$ cat config.mk
export PLATFORM = sky130hd
export DESIGN_NAME = dma_front_ctrl
export DESIGN_NICKNAME = d
export VERILOG_FILES = /design/src/rtl/dma_front_pkg.sv /design/src/rtl/dma_front_ctl.sv /design/src/rtl/dma_front_route.sv /design/src/rtl/dma_front_dp.sv /design/src/rtl/dma_front_ctrl.sv
export SDC_FILE = /design/constraint.sdc
export NUM_CORES = 1
export LEC_CHECK = 0
export ABC_AREA = 1
export BUFFER_PORTS_ARGS = -buffer_cell sky130_fd_sc_hd__buf_2
export CAP_MARGIN = 0
export CORE_ASPECT_RATIO = 1.5
export CORE_MARGIN = 2
export CORE_UTILIZATION = 43
export CTS_BUF_LIST = sky130_fd_sc_hd__clkbuf_8
export DETAILED_ROUTE_END_ITERATION = 12
export HOLD_SLACK_MARGIN = 0.15
export PLACE_DENSITY = 0.83
export SLEW_MARGIN = 15
export SYNTH_ARGS = -nofsm -noshare
export SYNTH_HDL_FRONTEND = slang
export SYNTH_SLANG_ARGS = --single-unit
$ cat constraint.sdc
create_clock -name clk -period 1.7 [get_ports clk]
set_clock_uncertainty 0.2 [all_clocks]
set_input_delay 0.51 -clock clk [delete_from_list [all_inputs] [get_ports clk]]
set_output_delay 0.51 -clock clk [all_outputs]
set_load 0.05 [all_outputs]
$ cat src/rtl/dma_front_pkg.sv
package dma_front_pkg;

  // which register the read mux returns
  typedef enum logic [1:0] {
    RD_NONE = 2'd0,
    RD_CTRL = 2'd1,
    RD_SEL  = 2'd2,
    RD_STAT = 2'd3
  } rdSrc_e;

  // strobes from bus decode to the datapath
  typedef struct packed {
    logic   wrCtrl;
    logic   wrSel;
    logic   rstStart;
    rdSrc_e rdSrc;
  } ctlStrobe_t;

endpackage

$ cat src/rtl/dma_front_ctl.sv
module dma_front_ctl
  import dma_front_pkg::*;
#(
  parameter int ADDR_W     = 4,
  parameter int CTRL_OFS   = 0,
  parameter int SEL_OFS    = 4,
  parameter int STAT_OFS   = 12,
  parameter int RST_CYCLES = 4
) (
  input  logic              clk,
  input  logic              rstN,
  input  logic [ADDR_W-1:0] regAddr,
  input  logic              regWrEn,
  input  logic              wrBit0,
  output ctlStrobe_t        strobe,
  output logic              rstActive
);

  localparam logic [ADDR_W-1:0] CTRL_A = ADDR_W'(CTRL_OFS);
  localparam logic [ADDR_W-1:0] SEL_A  = ADDR_W'(SEL_OFS);
  localparam logic [ADDR_W-1:0] STAT_A = ADDR_W'(STAT_OFS);
  localparam int CNT_W = $clog2(RST_CYCLES + 1);

  logic [CNT_W-1:0] rstCnt;

  always_comb begin
    strobe.wrCtrl   = regWrEn && (regAddr == CTRL_A);
    strobe.wrSel    = regWrEn && (regAddr == SEL_A);
    strobe.rstStart = strobe.wrCtrl && wrBit0;
    unique case (regAddr)
      CTRL_A:  strobe.rdSrc = RD_CTRL;
      SEL_A:   strobe.rdSrc = RD_SEL;
      STAT_A:  strobe.rdSrc = RD_STAT;
      default: strobe.rdSrc = RD_NONE;
    endcase
  end

  // soft reset sequencer: reload on start, count down to idle
  always_ff @(posedge clk or negedge rstN) begin
    if (!rstN)                rstCnt <= '0;
    else if (strobe.rstStart) rstCnt <= CNT_W'(RST_CYCLES);
    else if (rstCnt != '0)    rstCnt <= rstCnt - 1'b1;
  end

  assign rstActive = (rstCnt != '0);

endmodule

$ cat src/rtl/dma_front_route.sv
module dma_front_route #(
  parameter int                  NUM_CH     = 2,
  parameter int                  NUM_PERIPH = 6,
  parameter logic [NUM_PERIPH-1:0] TX_MASK  = 6'b101010
) (
  input  logic [2*NUM_PERIPH-1:0] selFlat,
  input  logic [NUM_PERIPH-1:0]   periphReq,
  input  logic [NUM_CH-1:0]       chEn,
  output logic [NUM_CH-1:0]       srcReq,
  output logic [NUM_CH-1:0]       dstReq
);

  for (genvar c = 0; c < NUM_CH; c++) begin : g_ch
    localparam logic [1:0] MY_CODE = 2'(c + 1);
    logic chSrc, chDst;

    // lowest-numbered matching field per side wins
    always_comb begin
      logic srcFound, dstFound;
      srcFound = 1'b0;
      dstFound = 1'b0;
      chSrc    = 1'b0;
      chDst    = 1'b0;
      for (int k = 0; k < NUM_PERIPH; k++) begin
        if (selFlat[2*k +: 2] == MY_CODE) begin
          if (TX_MASK[k]) begin
            if (!dstFound) begin
              chDst    = periphReq[k];
              dstFound = 1'b1;
            end
          end else begin
            if (!srcFound) begin
              chSrc    = periphReq[k];
              srcFound = 1'b1;
            end
          end
        end
      end
    end

    assign srcReq[c] = chSrc & chEn[c];
    assign dstReq[c] = chDst & chEn[c];
  end

endmodule

$ cat src/rtl/dma_front_dp.sv
module dma_front_dp
  import dma_front_pkg::*;
#(
  parameter int                    DATA_W     = 32,
  parameter int                    NUM_CH     = 2,
  parameter int                    NUM_PERIPH = 6,
  parameter int                    SEL_STRIDE = 4,
  parameter int                    CLKEN_LSB  = 8,
  parameter logic [NUM_PERIPH-1:0] TX_MASK    = 6'b101010
) (
  input  logic              clk,
  input  logic              rstN,
  input  ctlStrobe_t        strobe,
  input  logic              rstActive,
  input  logic [DATA_W-1:0] regWrData,
  input  logic [NUM_PERIPH-1:0] periphReq,
  input  logic [NUM_CH-1:0] chIrq,
  output logic [DATA_W-1:0] regRdData,
  output logic [NUM_CH-1:0] chClkEn,
  output logic [NUM_CH-1:0] chSrcReq,
  output logic [NUM_CH-1:0] chDstReq
);

  localparam int SEL_BITS = 2 * NUM_PERIPH;

  logic [NUM_CH-1:0]   clkEnQ;
  logic [SEL_BITS-1:0] selQ;
  logic [DATA_W-1:0]   ctrlWord, selWord, statWord;

  always_ff @(posedge clk or negedge rstN) begin
    if (!rstN) begin
      clkEnQ <= '0;
      selQ   <= '0;
    end else begin
      if (strobe.wrCtrl) clkEnQ <= regWrData[CLKEN_LSB +: NUM_CH];
      if (strobe.wrSel) begin
        for (int k = 0; k < NUM_PERIPH; k++)
          selQ[2*k +: 2] <= regWrData[k*SEL_STRIDE +: 2];
      end
    end
  end

  always_comb begin
    ctrlWord = '0;
    ctrlWord[0] = rstActive;
    ctrlWord[CLKEN_LSB +: NUM_CH] = clkEnQ;
    selWord = '0;
    for (int k = 0; k < NUM_PERIPH; k++)
      selWord[k*SEL_STRIDE +: 2] = selQ[2*k +: 2];
    statWord = '0;
    statWord[NUM_CH-1:0] = chIrq;
  end

  always_comb begin
    unique case (strobe.rdSrc)
      RD_CTRL: regRdData = ctrlWord;
      RD_SEL:  regRdData = selWord;
      RD_STAT: regRdData = statWord;
      default: regRdData = '0;
    endcase
  end

  assign chClkEn = clkEnQ;

  dma_front_route #(
    .NUM_CH    (NUM_CH),
    .NUM_PERIPH(NUM_PERIPH),
    .TX_MASK   (TX_MASK)
  ) u_route (
    .selFlat  (selQ),
    .periphReq(periphReq),
    .chEn     (clkEnQ),
    .srcReq   (chSrcReq),
    .dstReq   (chDstReq)
  );

endmodule

$ cat src/rtl/dma_front_ctrl.sv
module dma_front_ctrl
  import dma_front_pkg::*;
#(
  parameter int                    ADDR_W     = 4,
  parameter int                    DATA_W     = 32,
  parameter int                    NUM_CH     = 2,
  parameter int                    NUM_PERIPH = 6,
  parameter int                    SEL_STRIDE = 4,
  parameter int                    CLKEN_LSB  = 8,
  parameter int                    RST_CYCLES = 4,
  parameter logic [NUM_PERIPH-1:0] TX_MASK    = 6'b101010
) (
  input  logic                  clk,
  input  logic                  rstN,
  input  logic [ADDR_W-1:0]     regAddr,
  input  logic                  regWrEn,
  input  logic [DATA_W-1:0]     regWrData,
  output logic [DATA_W-1:0]     regRdData,
  input  logic [NUM_PERIPH-1:0] periphReq,
  input  logic [NUM_CH-1:0]     chIrq,
  output logic [NUM_CH-1:0]     chSrcReq,
  output logic [NUM_CH-1:0]     chDstReq,
  output logic [NUM_CH-1:0]     chClkEn,
  output logic                  engSoftRst
);

  ctlStrobe_t strobe;
  logic       rstActive;

  dma_front_ctl #(
    .ADDR_W    (ADDR_W),
    .RST_CYCLES(RST_CYCLES)
  ) u_ctl (
    .clk      (clk),
    .rstN     (rstN),
    .regAddr  (regAddr),
    .regWrEn  (regWrEn),
    .wrBit0   (regWrData[0]),
    .strobe   (strobe),
    .rstActive(rstActive)
  );

  dma_front_dp #(
    .DATA_W    (DATA_W),
    .NUM_CH    (NUM_CH),
    .NUM_PERIPH(NUM_PERIPH),
    .SEL_STRIDE(SEL_STRIDE),
    .CLKEN_LSB (CLKEN_LSB),
    .TX_MASK   (TX_MASK)
  ) u_dp (
    .clk      (clk),
    .rstN     (rstN),
    .strobe   (strobe),
    .rstActive(rstActive),
    .regWrData(regWrData),
    .periphReq(periphReq),
    .chIrq    (chIrq),
    .regRdData(regRdData),
    .chClkEn  (chClkEn),
    .chSrcReq (chSrcReq),
    .chDstReq (chDstReq)
  );

  assign engSoftRst = rstActive;

endmodule

Word-level counts from Yosys, hierarchy flattened
Index checks and enable logic that the tools add are counted.
- flip-flop bits (word level): 17
- input bits: 47
- logic and storage cells: 63
- multiplexer cells: 32
- $add $sub $neg: 1
- equality and inequality tests: 17
- bitwise operators: 4
- reductions and logical operators: 6
- operators by type and width (kind ; number):
    $pmux W22 S3 ; 1
    $mux W1 ; 28
    $eq A2 B2 Y1 const B ; 8
    $eq A2 B1 Y1 const B ; 7
    $mux W3 ; 2
    $pmux W2 S3 ; 1
    $and A1 B1 Y1 ; 4
    $eq A4 B3 Y1 const B ; 1
    $eq A4 B4 Y1 const B ; 1
    $logic_not A4 Y1 ; 1
    $logic_and A1 B1 Y1 ; 3
    $reduce_bool A3 Y1 ; 1
    $sub A3 B1 Y3 const B ; 1
    $reduce_bool A2 Y1 ; 1

Depth between registers and ports, before layout
Gate-level depths: netlist (run 1).
- depth in word-level cells: 7
- depth in mapped cells: 7

Modules after synthesis
From an unflattened synthesis (run 1), not the netlist that was laid out.
- cell total of the unflattened synthesis: 184
- area total of the unflattened synthesis: 1255.0 um2
- modules (own cells, without submodules) (module ; times used ; cells each ; area each (um2) ; sequential area each (um2)):
    dma_front_dp ; 1 ; 101 ; 807.0 ; 350.3
    dma_front_ctl ; 1 ; 35 ; 252.7 ; 75.1
    dma_front_route ; 1 ; 48 ; 195.2 ; 0.0

Least setup slack after synthesis (run 1)
No wires, ideal clock.
- path kind: input port to output port
- from: input regAddr[2]
- to: output regRdData[9]
- slack: -0.859 ns
- path buffers: 0
- arrival time: 1.849 ns
- stages: 4
- cells stage by stage: inv_1 > nor2_4 > nand2_1 > o21ai_0
- cells in the longest elaborated chain, start to end: 4
- RTL lines (what ; RTL line ; RTL):
    start: declaration ; dma_front_ctrl.sv:15 ; input logic [ADDR_W-1:0] regAddr,
    $eq A4 B4 Y1 (tied with other cells) ; dma_front_ctl.sv:30 ; unique case (regAddr)
    $pmux W2 S3 * ; dma_front_ctl.sv:30 ;
    $eq A2 B2 Y1 / $eq A2 B1 Y1 (equally long branches) ; dma_front_dp.sv:55 ; unique case (strobe.rdSrc)
    $pmux W22 S3 * ; dma_front_dp.sv:55 ;
    end: declaration ; dma_front_ctrl.sv:18 ; output logic [DATA_W-1:0] regRdData,
Every way passes the cells marked *; elsewhere a longest branch is shown, timed or not.

Worst setup path in the final report (run 1)
- from: input regAddr[0]
- to: output regRdData[9]
Same word-level chain as after synthesis.

==> flow_summary.ini, run 1 <==
[logic_synthesis]
synth.top_cells.by_count = nand2_1, nor2_1, buf_4
yosys.cell_count.top_type = nand2_1
synth_top_area_share_pct = 33.8
synth_seq_area_share_pct = 33.8
synth_edf_count = 0
synth_top_area_cell = dfrtp_1
ys_warn_count = 0
avgSynthCellArea_sq_um = 7.03
yosys-top-cells-area = dfrtp_1, buf_4, nand2_1
syn_inst = 179
synthFlopType = dfrtp_1
async_flop_share_pct = 100
ys_types = 20
syn_area_sq_um = 1260
ys_ff_latch = 17

[global_routing]
grt-ovfl-total = 0
grtUsageMet3_pct = 1.03
use_met1_pct = 22.3
grt_pass1_wl_microns = 5380
top_usage_layer = met2
grt_max_degree = 18
grt.total_usage_pct = 21.4
antenna_found_initial = 0
use_met2_pct = 40.6
grt_pass1_vias = 1345

[power]
seqPwrFrac_pct = 27.1
clkPwrFrac_pct = 12.2
p_switching_mw = 1.03
p_sw_share_pct = 44.2
combinationalPowerShare_pct = 60.7
p_int_mw = 1.30
ir_worst_vdd_uv = 981
power.density_nw_per_um2 = 1070
p_leak_nw = 1.11

[clocking]
clk-insertion-delay-late_ps = 250
cts.htree.levels = 1
cts_buffers = 3
clockBufferDepth = 2
clk_pin_slew_ps = 60
cts_tree = yes
clkSinkCount = 17
ctsRootBufferMaster = clkbuf_8

[timing]
period_minus_slack_ps = 2040
maxSlewViolCount = 0
finalHoldViolCount = 0
rsz0062_at_grt = yes
max_freq_ghz = 0.489
finalSetupViolations = 17
period_share_pct = 120
tns_ps = -4860
setup_slack_ps = -345

[floorplanning]
start_util_pct = 44.1
dieArea_sq_um = 3390
die_w_microns = 48.2
fp-row-count = 24
core_sq_um = 2850
die_y_microns = 70.3
pin_count = 86

[critical_path]
crit_buf_inv = 3
r2r_setup_slack_ps = 50
crit_path_frequent_cell = buf_6
crit_path_start = regAddr[0]
crit_path_end_kind = primary output
crit_type = in2out
crit_family = buffers and inverters
path_cells = buf_6 > nor2_4 > nand2_4 > buf_12 > o21ai_2 > buf_6
r2r-start = u_ctl.rstCnt[1]
startpoint_type = input pin
cp.arrival_ps = 1330
cpPeakStageDelay_ps = 180
cp.required_ps = 990
slowest_stage = buf_6
path_max_fanout = 10

[routing]
wirelength_microns = 3910
post_drt_wl_per_cell_microns = 13.0
drc = 0
routed_via_density = 4.88
vias = 1469
drt_pass1_iterations = 4
drt_iter0_drc = 29
antenna_left = 0

[final_layout]
finalNetCount = 312
n_fill_cell = 186
finalNonFillerCells = 301
antennaDiodeCount = 0
final_util_pct = 76.4
drive_gt1_share_pct = 54.6
area_delta_synth_final_pct = 73.2

[place]
gp_congestion = 0.785
dpl.hpwl_microns = 2460
pre_cts_slack_ps = -461
place_inst = 283
io_buffers = 45

[status]
violations = negative setup slack
outcome = finished with violations

[flow_run]
drv_cap = 0

[worst_hold_path]
hold_start = regWrData[9]
min_path_type = in2reg
power by group through the flow:
stage	clock network (mW)	registers [mW]	logic (mW)
2_1_floorplan	0	0.613	0.727
3_3_place_gp	0	0.598	1.02
3_5_place_dp	0	0.603	1.06
4_1_cts	0.289	0.607	1.26
5_1_grt	0.316	0.637	1.52
6_report	0.283	0.631	1.41
state kept, by name, summed over array words and instances (netlist names):
signal and count:
u_dp.chClkEn 2, u_ctl.rstCnt 3, u_dp.selQ 12
logic make-up after synthesis:
| logic type | after synthesis | share of synthesized area, % |
|---|---|---|
| other | 1 | 0.298 |
| AO/OA/AOI/OAI | 9 | 4.17 |
| flip-flops | 17 | 33.8 |
| AND/OR/NAND/NOR | 102 | 37.4 |
| buffers and inverters | 47 | 21.7 |
| adder cells (fa/ha/maj) | 2 | 1.99 |
| XOR/XNOR | 1 | 0.696 |
per-layer routing:
layer  part of all wire [%]  vias to the layer above  routed length [microns]
met4                    1.3                        0                       49
met2                     60                       50                     2340
met1                     35                      712                     1370
met5                      0                        -                        0
li1                       -                      701                        -
met3                    3.9                        6                      151
layout make-up:
type | count | area, sq um | area share [%]
Multi-Input combinational cell | 134 | 850 | 39.0
Timing Repair Buffer | 86 | 721 | 33.1
Sequential cell | 17 | 429 | 19.7
Inverter | 21 | 86.3 | 3.96
Tap cell | 39 | 48.8 | 2.24
Clock buffer | 3 | 41.3 | 1.89
Clock inverter | 1 | 3.75 | 0.172
stage by stage:
stage          hold WS, ps  power [mW]  area (sq um)
3_5_place_dp           240        1.66          1770
4_1_cts                315        2.15          2060
6_report               314        2.33          2180
3_3_place_gp           237        1.62          1770
2_1_floorplan         14.4        1.34          1490
5_1_grt                326        2.48          2180
worst register-to-register path: cells and delay by family, from the launching register on:
| kind | cells | cell delay, ps |
|---|---|---|
| adders and majority gates | 1 | 190 |
| and+or+nand+nor | 2 | 380 |
| buffers and inverters | 4 | 440 |
| DFF | 1 | 380 |
cell usage in the layout, fill, tap and decap left out, types with 2 or more instances in the layout:
| cell type | synthesis | layout |
|---|---|---|
| buf_4 | 23 | 37 |
| nand2_1 | 38 | 35 |
| buf_2 | 2 | 24 |
| conb_1 | 1 | 20 |
| nor2_4 | 1 | 15 |
| nand4_1 | 15 | 15 |
| dfrtp_1 | 17 | 14 |
| buf_6 | 1 | 12 |
| inv_1 | 21 | 11 |
| nand3_1 | 15 | 11 |
| inv_2 | 0 | 10 |
| buf_8 | 0 | 10 |
| nor2_2 | 2 | 9 |
| nor2_1 | 27 | 6 |
| o21ai_2 | 2 | 4 |
| nand3_2 | 2 | 4 |
| o21ai_1 | 2 | 3 |
| clkbuf_8 | 0 | 3 |
| dfrtp_2 | 0 | 3 |
| nand2_4 | 0 | 2 |
| o21ai_4 | 0 | 2 |
| nand3_4 | 0 | 2 |
timing repair:
action / in CTS / in global routing
endpoints found under the hold margin: 17 / 0
pin swaps: 15 / 6
buffers inserted: 6 / 7
gates resized for setup: 60 / 23
endpoints found under the setup margin: 17 / 22
hold buffers: 1 / 0
worst paths after layout:
check	endpoint	cells past startpoint
worst max-delay path	regRdData[9]	6
worst min-delay path	u_dp.chClkEn[1]	3
worst max register to register	u_ctl.rstCnt[2]	7
worst min register to register	u_dp.selQ[1]	2
max in group asynchronous	u_dp.selQ[6]	2
min in group asynchronous	u_dp.selQ[4]	2
No activity file was read; power rests on OpenSTA's default activity.
==> inputs of run 2 (changes only) <==
--- a/config.mk
+++ b/config.mk
@@ -6,15 +6,15 @@
 export NUM_CORES = 1
 export LEC_CHECK = 0
 export ABC_AREA = 1
-export BUFFER_PORTS_ARGS = -buffer_cell sky130_fd_sc_hd__buf_2
 export CAP_MARGIN = 0
-export CORE_ASPECT_RATIO = 1.5
 export CORE_MARGIN = 2
-export CORE_UTILIZATION = 43
+export CORE_UTILIZATION = 65
 export CTS_BUF_LIST = sky130_fd_sc_hd__clkbuf_8
+export CTS_CLUSTER_SIZE = 8
 export DETAILED_ROUTE_END_ITERATION = 12
+export DONT_BUFFER_PORTS = 1
 export HOLD_SLACK_MARGIN = 0.15
-export PLACE_DENSITY = 0.83
+export PLACE_DENSITY = 0.81
 export SLEW_MARGIN = 15
 export SYNTH_ARGS = -nofsm -noshare
 export SYNTH_HDL_FRONTEND = slang
==> run 2 against run 1 <==
The flow now stops in detailed placement (3_5_place_dp). Area after synthesis is the same. Synthesized cell count unchanged.
==> flow_summary.ini, run 2 <==
[logic_synthesis]
syn_inst = 179
ys_types = 20
synth_top_area_share_pct = 33.8
yosys-top-cells-area = dfrtp_1, buf_4, nand2_1
avgSynthCellArea_sq_um = 7.03
ys_warn_count = 0
syn_area_sq_um = 1260
synth_top_area_cell = dfrtp_1
synth_edf_count = 0
ys_ff_latch = 17
synthFlopType = dfrtp_1
yosys.cell_count.top_type = nand2_1
synth_seq_area_share_pct = 33.8
async_flop_share_pct = 100
synth.top_cells.by_count = nand2_1, nor2_1, buf_4

[floorplanning]
pin_count = 86
fp-row-count = 15
die_y_microns = 48.0
die_w_microns = 48.0
start_util_pct = 70.6

[place]
io_buffers = 0
gp_congestion = 0.767

[status]
stop_error = [ERROR DPL-0038] Utilization greater than 100%, impossible to legalize
haltStage = detailed placement (3_5_place_dp)
outcome = stopped before the end
## run 2: cell families after synthesis
family                   Yosys count  share of synthesized area (%)
AND/OR/NAND/NOR                  102                           37.4
buffers and inverters             47                           21.7
flip-flops                        17                           33.8
AO/OA/AOI/OAI                      9                           4.17
adder cells (fa/ha/maj)            2                           1.99
XOR/XNOR                           1                          0.696
other                              1                          0.298
## run 2: metrics by stage
step | worst slack, ps | instances
3_3_place_gp | -188 | 235
2_1_floorplan | -285 | 198
==> inputs of run 3 (changes only) <==
--- a/config.mk
+++ b/config.mk
@@ -7,14 +7,11 @@
 export LEC_CHECK = 0
 export ABC_AREA = 1
 export CAP_MARGIN = 0
-export CORE_MARGIN = 2
-export CORE_UTILIZATION = 65
-export CTS_BUF_LIST = sky130_fd_sc_hd__clkbuf_8
-export CTS_CLUSTER_SIZE = 8
+export CORE_AREA = 2 2 63 65
 export DETAILED_ROUTE_END_ITERATION = 12
+export DIE_AREA = 0 0 65 67
 export DONT_BUFFER_PORTS = 1
-export HOLD_SLACK_MARGIN = 0.15
-export PLACE_DENSITY = 0.81
+export PLACE_DENSITY_LB_ADDON = 0.15
 export SLEW_MARGIN = 15
 export SYNTH_ARGS = -nofsm -noshare
 export SYNTH_HDL_FRONTEND = slang
==> run 3 against run 2 <==
The flow now finishes, with violations (negative setup slack).
==> flow_summary.ini, run 3 (synthesis gave the netlist of run 1 again) <==
[status]
outcome = finished with violations
violations = negative setup slack

[global_routing]
grt.total_usage_pct = 17.5
antenna_found_initial = 0
grt_max_degree = 18
grt_pass1_vias = 1288
grt-ovfl-total = 0
grt_pass1_wl_microns = 5820

[final_layout]
finalNetCount = 274
n_fill_cell = 356
largest_register_ffs = 12
layout_commonest_cell = nand2_1
seq_area_sq_um = 428
antennaDiodeCount = 0
finalNonFillerCells = 272
top_register = u_dp.selQ
final_cell_mix = nand2_1, buf_4, conb_1, buf_12
area_delta_synth_final_pct = 63.2
multi_input_area_sq_um = 845
drive_gt1_share_pct = 45.5

[worst_hold_path]
hold_start = regWrData[9]
min_to = u_dp.chClkEn[1]
min_path_type = in2reg
hold_path_depth = 2

[floorplanning]
start_util_pct = 34.9
core_sq_um = 3610
pin_count = 86
die_y_microns = 67
dieArea_sq_um = 4360
fp-row-count = 22
die_w_microns = 65

[clocking]
clockBufferDepth = 2
cts_buffers = 3
clkSinkCount = 17
clk_pin_slew_ps = 60
ctsRootBufferMaster = clkbuf_8
cts.htree.levels = 1
clk-insertion-delay-late_ps = 250
cts_tree = yes

[power]
power.density_nw_per_um2 = 1040
power_mw = 2.14
p_leak_nw = 0.971
ir_worst_vdd_uv = 718

[routing]
drc = 0
drt_iter0_drc = 44
antenna_left = 0
drt_pass1_iterations = 4
vias = 1244
post_drt_wl_per_cell_microns = 12.8
wirelength_microns = 3490
routed_via_density = 4.57

[critical_path]
cp.arrival_ps = 1250
crit_path_end_kind = primary output
path_cells = inv_2 > nand3_1 > nand2_1 > nor2_2 > nor2_4 > buf_12
path_max_fanout = 4
crit_family = flip-flops
r2r_setup_slack_ps = 310
cp.required_ps = 990
cpPeakStageDelay_ps = 420
crit_buf_inv = 2
crit_path_start = u_dp.selQ[7]
crit_type = reg2out
slowest_stage = dfrtp_1
r2r-start = u_ctl.rstCnt[0]
startpoint_type = flip-flop
reg2reg_depth = 5
reg2reg_to = u_ctl.rstCnt[2]

[timing]
rsz0062_at_grt = yes
maxSlewViolCount = 0
period_share_pct = 115
max_freq_ghz = 0.511
worst_hold_slack_ps = 177
slew-limit-headroom_pct = 47.5
period_minus_slack_ps = 1960
setup_slack_ps = -256
finalHoldViolCount = 0
tightest_slew_ps = 785
finalSetupViolations = 17

[place]
gp_congestion = 0.763
io_buffers = 0
pre_cts_slack_ps = -256
place_inst = 262
dpl.hpwl_microns = 2730

[flow_run]
drv_cap = 0
-- run 3: timing repair --
item / in CTS / in global routing
pin swaps: 12 / 7
gates resized for setup: 21 / 14
endpoints found under the hold margin: 17 / 0
hold buffers: 1 / 0
endpoints found under the setup margin: 17 / 17
cloned: 0 / 0
setup buffers: 3 / 2
-- run 3: area by class of cell --
cell class	count	share of cell area [%]
multi-input combinational	134	41.1
timing repair buffer	48	28.7
sequential	17	20.8
inverter	21	4.20
tap	48	2.92
clock buffer	4	2.19
-- run 3: how the worst max path moves through the flow --
stage	end	slack, ps	cells past startpoint
detailed placement	regRdData[1]	-260	5
finish	chDstReq[0]	-260	6
floorplan	regRdData[1]	-280	5
global placement	regRdData[8]	-250	5
global route	chDstReq[0]	-330	6
CTS	chDstReq[0]	-260	6
-- run 3: metrics by stage --
stage / TNS [ps] / instance area [sq um] / utilization (%)
global placement: -2740 / 1860 / 51.5
global route: -4180 / 2050 / 57.0
CTS: -3430 / 2000 / 55.4
floorplan: -2600 / 1490 / -
detailed placement: -3170 / 1860 / 51.5
finish: -3310 / 2050 / 57.0
-- run 3: worst register-to-register path, delay by kind of cell, from the launching register on --
family / cells / cell delay, ps
adder cells (fa/ha/maj): 1 / 210
buffers and inverters: 2 / 200
flip-flops: 1 / 350
AND/OR/NAND/NOR: 2 / 380
-- run 3: metal layers --
metal | share of wire, % | routed length, microns | GRT usage [%] | up-vias
met5 | 0 | 0 | 0 | -
met4 | 1.4 | 49 | 5.85 | 0
met3 | 6.5 | 228 | 5.41 | 6
met2 | 54 | 1900 | 32.3 | 33
met1 | 38 | 1310 | 18.8 | 585
li1 | - | - | - | 620
-- run 3: power breakdown --
| part | leakage, nW | switching (mW) | internal, mW |
|---|---|---|---|
| combinational | 0.737 | 0.707 | 0.526 |
| clock | 0.0228 | 0.130 | 0.166 |
| sequential | 0.211 | 0.0974 | 0.515 |
| total | 0.971 | 0.934 | 1.21 |
